`src/rtl/sir_pkg.sv`:
```
package sir_pkg;
   typedef enum logic {
      WIDTH_TICK = 1'b0,
      WIDTH_LP   = 1'b1
   } width_src_e;

   function automatic int max_int(input int a, input int b);
      return (a > b) ? a : b;
   endfunction
endpackage

```
`src/rtl/sir_cell_timer.sv`:
```
module sir_cell_timer #(
   parameter int TICKS_PER_BIT = 16,
   parameter int PULSE_POS     = 7
) (
   input  logic clk,
   input  logic rst_n,
   input  logic tick16,
   input  logic cell_start,
   output logic fire
);
   localparam int IW = (TICKS_PER_BIT > 1) ? $clog2(TICKS_PER_BIT) : 1;
   localparam logic [IW-1:0] LAST = IW'(TICKS_PER_BIT - 1);
   localparam logic [IW-1:0] POS  = IW'(PULSE_POS);

   logic [IW-1:0] idx_q;
   logic [IW-1:0] idx_nx;

   always_comb begin
      if (cell_start)
         idx_nx = '0;
      else if (idx_q == LAST)
         idx_nx = '0;
      else
         idx_nx = idx_q + IW'(1);
   end

   always_ff @(posedge clk or negedge rst_n) begin
      if (!rst_n)
         idx_q <= LAST;
      else if (tick16)
         idx_q <= idx_nx;
   end

   assign fire = tick16 && (idx_nx == POS);
endmodule

```
`src/rtl/sir_pulse_gen.sv`:
```
module sir_pulse_gen
   import sir_pkg::*;
#(
   parameter int PULSE_TICKS = 3,
   parameter int LP_TICKS    = 3,
   parameter bit LP_SUPPORT  = 1'b1
) (
   input  logic clk,
   input  logic rst_n,
   input  logic enable,
   input  logic fire,
   input  logic data,
   input  logic lp_sel,
   input  logic tick16,
   input  logic lp_tick,
   output logic lit
);
   localparam int CW = $clog2(max_int(PULSE_TICKS, LP_TICKS) + 1);
   localparam logic [CW-1:0] LIM_TICK = CW'(PULSE_TICKS - 1);
   localparam logic [CW-1:0] LIM_LP   = CW'(LP_TICKS - 1);

   width_src_e    pick;
   width_src_e    src_q;
   logic [CW-1:0] wcnt_q;
   logic [CW-1:0] limit;
   logic          step;

   generate
      if (LP_SUPPORT) begin : g_lp
         assign pick = lp_sel ? WIDTH_LP : WIDTH_TICK;
      end else begin : g_nolp
         assign pick = WIDTH_TICK;
      end
   endgenerate

   assign step  = (src_q == WIDTH_LP) ? lp_tick : tick16;
   assign limit = (src_q == WIDTH_LP) ? LIM_LP : LIM_TICK;

   always_ff @(posedge clk or negedge rst_n) begin
      if (!rst_n) begin
         lit    <= 1'b0;
         wcnt_q <= '0;
         src_q  <= WIDTH_TICK;
      end else if (!enable) begin
         lit    <= 1'b0;
         wcnt_q <= '0;
      end else if (fire && !data && !lit) begin
         lit    <= 1'b1;
         wcnt_q <= '0;
         src_q  <= pick;
      end else if (lit && step) begin
         if (wcnt_q == limit) begin
            lit    <= 1'b0;
            wcnt_q <= '0;
         end else begin
            wcnt_q <= wcnt_q + CW'(1);
         end
      end
   end
endmodule

```
`src/rtl/sir_route.sv`:
```
module sir_route (
   input  logic active,
   input  logic lit,
   input  logic loop_en,
   input  logic sir_test,
   input  logic tx_nrz,
   input  logic rxd,
   input  logic ir_rx_n,
   output logic txd,
   output logic rxd_path,
   output logic ir_led_n,
   output logic ir_sense
);
   logic test_loop;
   logic line_loop;

   assign test_loop = active && loop_en && sir_test;
   assign line_loop = loop_en && !sir_test;

   assign txd      = active ? 1'b1 : tx_nrz;
   assign ir_led_n = !(active && lit);

   always_comb begin
      if (!active)
         ir_sense = 1'b0;
      else if (test_loop)
         ir_sense = !ir_led_n;
      else
         ir_sense = !ir_rx_n;
   end

   always_comb begin
      if (active)
         rxd_path = 1'b1;
      else if (line_loop)
         rxd_path = txd;
      else
         rxd_path = rxd;
   end
endmodule

```
`src/rtl/sir_pulse_enc.sv`:
```
module sir_pulse_enc #(
   parameter int TICKS_PER_BIT = 16,
   parameter int PULSE_POS     = 7,
   parameter int PULSE_TICKS   = 3,
   parameter int LP_TICKS      = 3,
   parameter bit LP_SUPPORT    = 1'b1
) (
   input  logic clk,
   input  logic rst_n,
   input  logic uart_en,
   input  logic sir_en,
   input  logic lp_sel,
   input  logic loop_en,
   input  logic sir_test,
   input  logic tick16,
   input  logic cell_start,
   input  logic lp_tick,
   input  logic tx_nrz,
   input  logic rxd,
   input  logic ir_rx_n,
   output logic txd,
   output logic rxd_path,
   output logic ir_led_n,
   output logic ir_sense
);
   generate
      if (TICKS_PER_BIT < 4) begin : g_bad_cell
         $error("cell must hold at least four ticks");
      end
      if (PULSE_TICKS < 1 || LP_TICKS < 1) begin : g_bad_width
         $error("pulse widths must be at least one tick");
      end
      if (PULSE_POS + PULSE_TICKS >= TICKS_PER_BIT) begin : g_bad_pos
         $error("pulse must end inside its bit cell");
      end
   endgenerate

   logic active;
   logic fire;
   logic lit;

   assign active = uart_en && sir_en;

   sir_cell_timer #(
      .TICKS_PER_BIT (TICKS_PER_BIT),
      .PULSE_POS     (PULSE_POS)
   ) u_timer (
      .clk        (clk),
      .rst_n      (rst_n),
      .tick16     (tick16),
      .cell_start (cell_start),
      .fire       (fire)
   );

   sir_pulse_gen #(
      .PULSE_TICKS (PULSE_TICKS),
      .LP_TICKS    (LP_TICKS),
      .LP_SUPPORT  (LP_SUPPORT)
   ) u_pulse (
      .clk     (clk),
      .rst_n   (rst_n),
      .enable  (active),
      .fire    (fire),
      .data    (tx_nrz),
      .lp_sel  (lp_sel),
      .tick16  (tick16),
      .lp_tick (lp_tick),
      .lit     (lit)
   );

   sir_route u_route (
      .active   (active),
      .lit      (lit),
      .loop_en  (loop_en),
      .sir_test (sir_test),
      .tx_nrz   (tx_nrz),
      .rxd      (rxd),
      .ir_rx_n  (ir_rx_n),
      .txd      (txd),
      .rxd_path (rxd_path),
      .ir_led_n (ir_led_n),
      .ir_sense (ir_sense)
   );
endmodule

```
`config.mk`:
```
export PLATFORM = sky130hd
export DESIGN_NAME = sir_pulse_enc
export DESIGN_NICKNAME = d
export VERILOG_FILES = /design/src/rtl/sir_pkg.sv /design/src/rtl/sir_cell_timer.sv /design/src/rtl/sir_pulse_gen.sv /design/src/rtl/sir_route.sv /design/src/rtl/sir_pulse_enc.sv
export SDC_FILE = /design/constraint.sdc
export NUM_CORES = 1
export LEC_CHECK = 0
export BUFFER_PORTS_ARGS = -buffer_cell sky130_fd_sc_hd__buf_2
export CELL_PAD_IN_SITES_DETAIL_PLACEMENT = 1
export CELL_PAD_IN_SITES_GLOBAL_PLACEMENT = 1
export CORE_MARGIN = 5
export CORE_UTILIZATION = 38
export CTS_CLUSTER_SIZE = 30
export DETAILED_ROUTE_END_ITERATION = 12
export PLACE_DENSITY_LB_ADDON = 0.1
export SETUP_SLACK_MARGIN = 0.2
export SYNTH_ARGS = -nofsm -noshare
export SYNTH_HDL_FRONTEND = slang
export SYNTH_SLANG_ARGS = --single-unit
```
`constraint.sdc`:
```
create_clock -name clk -period 3.5 [get_ports clk]
set_clock_uncertainty 0.1 [all_clocks]
set_input_delay 0.525 -clock clk [delete_from_list [all_inputs] [get_ports clk]]
set_output_delay 0.525 -clock clk [all_outputs]
set_load 0.005 [all_outputs]
```
# == Word level (Yosys, flattened, before mapping) ==
# Cells that the tools add are included.
# totals
regBits,8
latch_bits,0
mem_bits_rw,0
rom_bits,0
input_bits,13
output_inout_bits,4
wordCells,44
memories,0
# classes
addsub,2
n_mul,0
n_div,0
order_cmp,0
n_eq_ne,5
n_shift,0
muxes,17
bitwise,0
reduce_logical,16
# op_table
operator,n
$mux 1,11
$logic_and 1x1->1,9
$mux 2,4
$mux 4,2
$ne 3x3->1 const B,2
$logic_not 1->1,5
$add 4x1->4 const B,1
$eq 4x3->1 const B,1
$eq 4x4->1 const B,1
$reduce_and 2->1,2
$add 2x1->2 const B,1
$eq 2x2->1 const B,1

# == Longest topological paths before layout ==
# logic_depth
depth_word,9
mapped_depth,4
mapped_depth_nobuf,4

# == By module ==
# Synthesis repeated with hierarchy kept, for this count alone.
# unflattened
cells_unflattened,52
hier_area_um2,493.0
# modules_own_cells
module,n_inst,cells_each,area_per_inst_um2,seq_area_each_um2
sir_cell_timer,1,23,236.5,105.1
sir_pulse_gen,1,19,200.2,100.1
sir_route,1,9,50.0,0.0
sir_pulse_enc,1,1,6.3,0.0

# == Least setup slack after synthesis ==
# No wires, ideal clock.
# synth_timing
path_type,input-to-reg
startpoint,input port tick16
endpoint,register u_pulse.src_q
setup_ps,128
arrival_time_ps,1648
required_time_ps,3272
setup_slack_ps,1624
cell_stages,4
n_path_buf,1
path_cell_list,buf_4 > or3b_4 > nor4_2 > mux2_1
# synth_between
elab_chain_cells,4
# synth_lines
item,line,source
from (decl),sir_pulse_enc.sv:15,"input logic tick16,"
$logic_and 1x1->1,sir_cell_timer.sv:34,assign fire = tick16 && (idx_nx == POS);
$logic_and 1x1->1 (2 in series),sir_pulse_gen.sv:47,end else if (fire && !data && !lit) begin
$reduce_and 2->1 (no source line),-,
to (signal assigned),sir_pulse_gen.sv:50,src_q <= pick;
to (decl),sir_pulse_gen.sv:23,width_src_e src_q;
# Every way passes these cells.
# A chain may end at the register's enable or synchronous reset.

# == Final worst setup path ==
# layout_timing
startpoint,register u_timer.idx_q[0]
endpoint,register u_pulse.src_q
# layout_between
elab_chain_cells,8
word_cells_on_any_way,9
cone_classes,add/sub (1); eq/ne (2); mux (2); reduce/logical (4)
# layout_lines
item,line,source
from (decl),sir_cell_timer.sv:15,logic [IW-1:0] idx_q;
from (signal assigned),sir_cell_timer.sv:31,idx_q <= idx_nx;
$add 4x1->4 or $eq 4x4->1 (tied branches),"sir_cell_timer.sv:24, sir_cell_timer.sv:21",
$mux 4 (*),sir_cell_timer.sv:21,else if (idx_q == LAST)
$mux 4 (*),sir_cell_timer.sv:19,if (cell_start)
$eq 4x3->1 (*),sir_cell_timer.sv:34,
$logic_and 1x1->1 (*),sir_cell_timer.sv:34,
$logic_and 1x1->1 (*) (2 in series),sir_pulse_gen.sv:47,
$reduce_and 2->1 (no source line) (*),-,
# Mark *: on every way between the ends. The rest lies on a longest branch, timed or not.

==> results.tsv <==
stage	metric	value	unit
clocking	CTS tree	done	
die	Die ar.	2314	µm²
die	core area	1334	µm²
sta	Slew @ Worst Pin	337.8	ps
hold_path	hold crit path type	primary input to flip-flop	
sta	fin. max-slew vios	0	
finish	share of layout cells above drive strength 1	38.67	%
sta	Min Clock Period, post-route	1901	ps
routing	Routed WL	1474	µm
finish	Area Growth Syn to Fin	23.13	%
clocking	clk sink count	8	
power_and_ir_drop	Switch Pwr	0.08088	mW
synthesis	Mapped Area	551.8	µm²
place	port bufs	16	
power_and_ir_drop	Tot Pwr	0.2668	mW
global_routing	Total GRT Usage	16.52	%
power_and_ir_drop	Gate power share	24.9	%
sta	RSZ-0062 raised after global routing	no	
worst_setup_path	Worst EP required	3550	ps
worst_setup_path	R2R Setup Slk	1600	ps
die	IO Pins	17	
synthesis	synthesis warning total	0	
die	row count	13	
global_routing	first-pass GRT wire length	2587	µm
synthesis	Post-Syn Nets	69	
clocking	Clock Latency Late Sink	260	ps
worst_setup_path	worst setup path startpoint	u_timer.idx_q[0]	
place	Post-Place Cells	85	
power_and_ir_drop	sequential power share	46.6	%
power_and_ir_drop	Net Sw Frac	30.31	%
global_routing	largest net degree at the start of global routing	10	
sta	# setup viols final	0	
routing	Initial DRC Count	4	
finish	Layout Nets	90	
hold_path	hold path depth	2	
synthesis	register area share after synthesis	37.19	%
global_routing	vias in the first global route	552	
routing	vias per cell	5.733	
finish	# diodes	0	
power_and_ir_drop	maximum VDD drop	0.2666	mV
sta	Final TNS setup	0	ps
routing	drt pass-1 iters	4	
worst_setup_path	WS Path Type	flip-flop to flip-flop	
routing	DRT antenna net count	0	
worst_setup_path	CP Max Fanout	5	
finish	most common cell after layout, fill and taps aside	buf_2	
worst_setup_path	Crit. End Element	flip-flop	
place	HPWL after detailed placement	1178	µm
hold_path	Min-Delay Endpoint	u_pulse.src_q	
global_routing	global route overflow	0	
sta	Rel. slew slack	76.83	%
worst_setup_path	crit start category	flip-flop	
clocking	CTS Buffer Depth	2	
routing	DRC	0	
clocking	hold buffers post-CTS	1	
routing	WL/cell	16.38	µm
run_status	status	finished clean	
power_and_ir_drop	internal power	0.1860	mW
clocking	Inserted Clock Buffers	3	
worst_setup_path	reg2reg start	u_timer.idx_q[0]	
sta	Final Hold Violating Endpoints	0	
finish	final cell count without fillers	90	
worst_setup_path	worst reg2reg endpoint	u_pulse.src_q	
clocking	post-cts sizing count	0	
die	die width	48.11	µm
worst_setup_path	r2r worst-path depth	4	
clocking	total setup buffers inserted after CTS	0	
place	routability congestion estimate	0.7222	
power_and_ir_drop	Clock Power Share	28.5	%
clocking	Worst-path clk slew	60	ps
sta	Fmax	0.5261	GHz
synthesis	Syn Area/Cell	10.03	µm²
power_and_ir_drop	power per standard cell area	392.8	nW/µm²
finish	most frequent cells in the layout	buf_2, inv_1, o21ai_0, dfrtp_1, dfstp_2	
routing	vias	516	
run	# Max-Cap Violations	0	
hold_path	Hold Path Origin	lp_sel	
sta	Final period util	54.31	%
clocking	H-tree Lvls	1	
worst_setup_path	CP arrival	1950	ps
clocking	Root Buffer Master	clkbuf_4	
synthesis	Yosys reg bits	8	
synthesis	Mapped Cells	55	
die	initial core utilization	41.37	%
die	die height	48.11	µm
global_routing	initial antenna violation count	0	
power_and_ir_drop	Static Leak	0.2971	nW
synthesis	Unique masters post-synth	33	
## Yosys cell counts
library cell  number  area, µm²
nor2b_1            1      6.260
or4_1              1      7.510
xnor2_1            1      8.760
or4b_1             1      10.01
or4bb_1            1      11.26
dfrtp_1            4      100.1
o31a_1             1      8.760
a211oi_1           2      15.01
or4b_4             1      13.76
or3b_4             1      11.26
nand3_1            2      10.01
dfstp_2            4      105.1
o21ba_1            1      10.01
nor3b_1            1      7.510
ha_1               1      12.51
nor4_4             1      21.27
nor2_1             1      3.750
a31oi_1            1      6.260
nand2b_1           3      18.77
nand4_1            1      6.260
inv_1              4      15.01
mux2i_1            2      20.02
nand3b_1           1      7.510
buf_4              1      7.510
nand2_1            3      11.26
or3b_2             1      8.760
o21ai_0            4      20.02
inv_2              1      3.750
mux2_1             2      22.52
nor4_2             1      12.51
o22ai_1            2      12.51
a21oi_1            2      10.01
and3_1             1      6.260
## routing by layer
| layer | part of all wire [%] | GRT usage (%) | up-vias |
|---|---|---|---|
| li1 | - | - | 246 |
| met1 | 45 | 20.72 | 251 |
| met2 | 48 | 25.86 | 17 |
| met3 | 5.1 | 2.952 | 2 |
| met4 | 1.2 | 10.75 | 0 |
| met5 | 0 | 0 | - |
## area by class of cell
class	instances	area, µm²
Tap cell	15	18.77
Fill cell	164	654.4
Multi-Input combinational cell	41	320.3
Inverter	5	18.77
Clock buffer	4	26.28
Sequential cell	8	205.2
Timing Repair Buffer	17	90.09
## critical path: stages, from the launching register on
cell and delay (ps):
dfstp_2 570, ha_1 170, or3b_2 450, nor4_2 170, mux2_1 340
## power by group through the flow
stage / sequential [mW] / combinational (mW) / clock (mW)
floorplan: 0.120 / 0.0457 / 0
detailed placement: 0.125 / 0.0663 / 0
finish: 0.124 / 0.0665 / 0.0760
CTS: 0.124 / 0.0670 / 0.0800
global route: 0.127 / 0.0741 / 0.0852
global placement: 0.125 / 0.0639 / 0
## sequential cells by signal, summed over array words and instances (netlist names)
register and cells:
u_pulse.lit 1, u_pulse.src_q 1, u_timer.idx_q 4, u_pulse.wcnt_q 2
## metrics by stage
step | util [%] | hold WS (ps) | area, µm² | setup WS, ps
final | 50.94 | 394.0 | 679.4 | 1599
after global placement | 48.22 | 274.7 | 643.1 | 1538
after detailed placement | 48.22 | 277.7 | 643.1 | 1498
after global routing | 50.94 | 411.8 | 679.4 | 1517
after floorplan | - | 129.4 | 551.8 | 1624
after CTS | 50.94 | 388.0 | 679.4 | 1586
## kinds of logic after synthesis
| kind of cell | after synthesis | synth area share, % |
|---|---|---|
| AO/OA/AOI/OAI | 13 | 14.97 |
| AND/OR/NAND/NOR | 22 | 31.52 |
| XOR/XNOR | 1 | 1.588 |
| adder cells (fa/ha/maj) | 1 | 2.267 |
| buffers and inverters | 6 | 4.761 |
| multiplexers | 4 | 7.710 |
| flip-flops | 8 | 37.19 |
## how the worst max path moves through the flow
stage          slack (ps)  cells past startpoint            end
3_5_place_dp         1500                      4  u_pulse.src_q
3_3_place_gp         1540                      4  u_pulse.src_q
6_report             1600                      4  u_pulse.src_q
5_1_grt              1520                      4  u_pulse.src_q
4_1_cts              1590                      4  u_pulse.src_q
2_1_floorplan        1620                      4  u_pulse.src_q
Power figures use the tool's default switching activity.
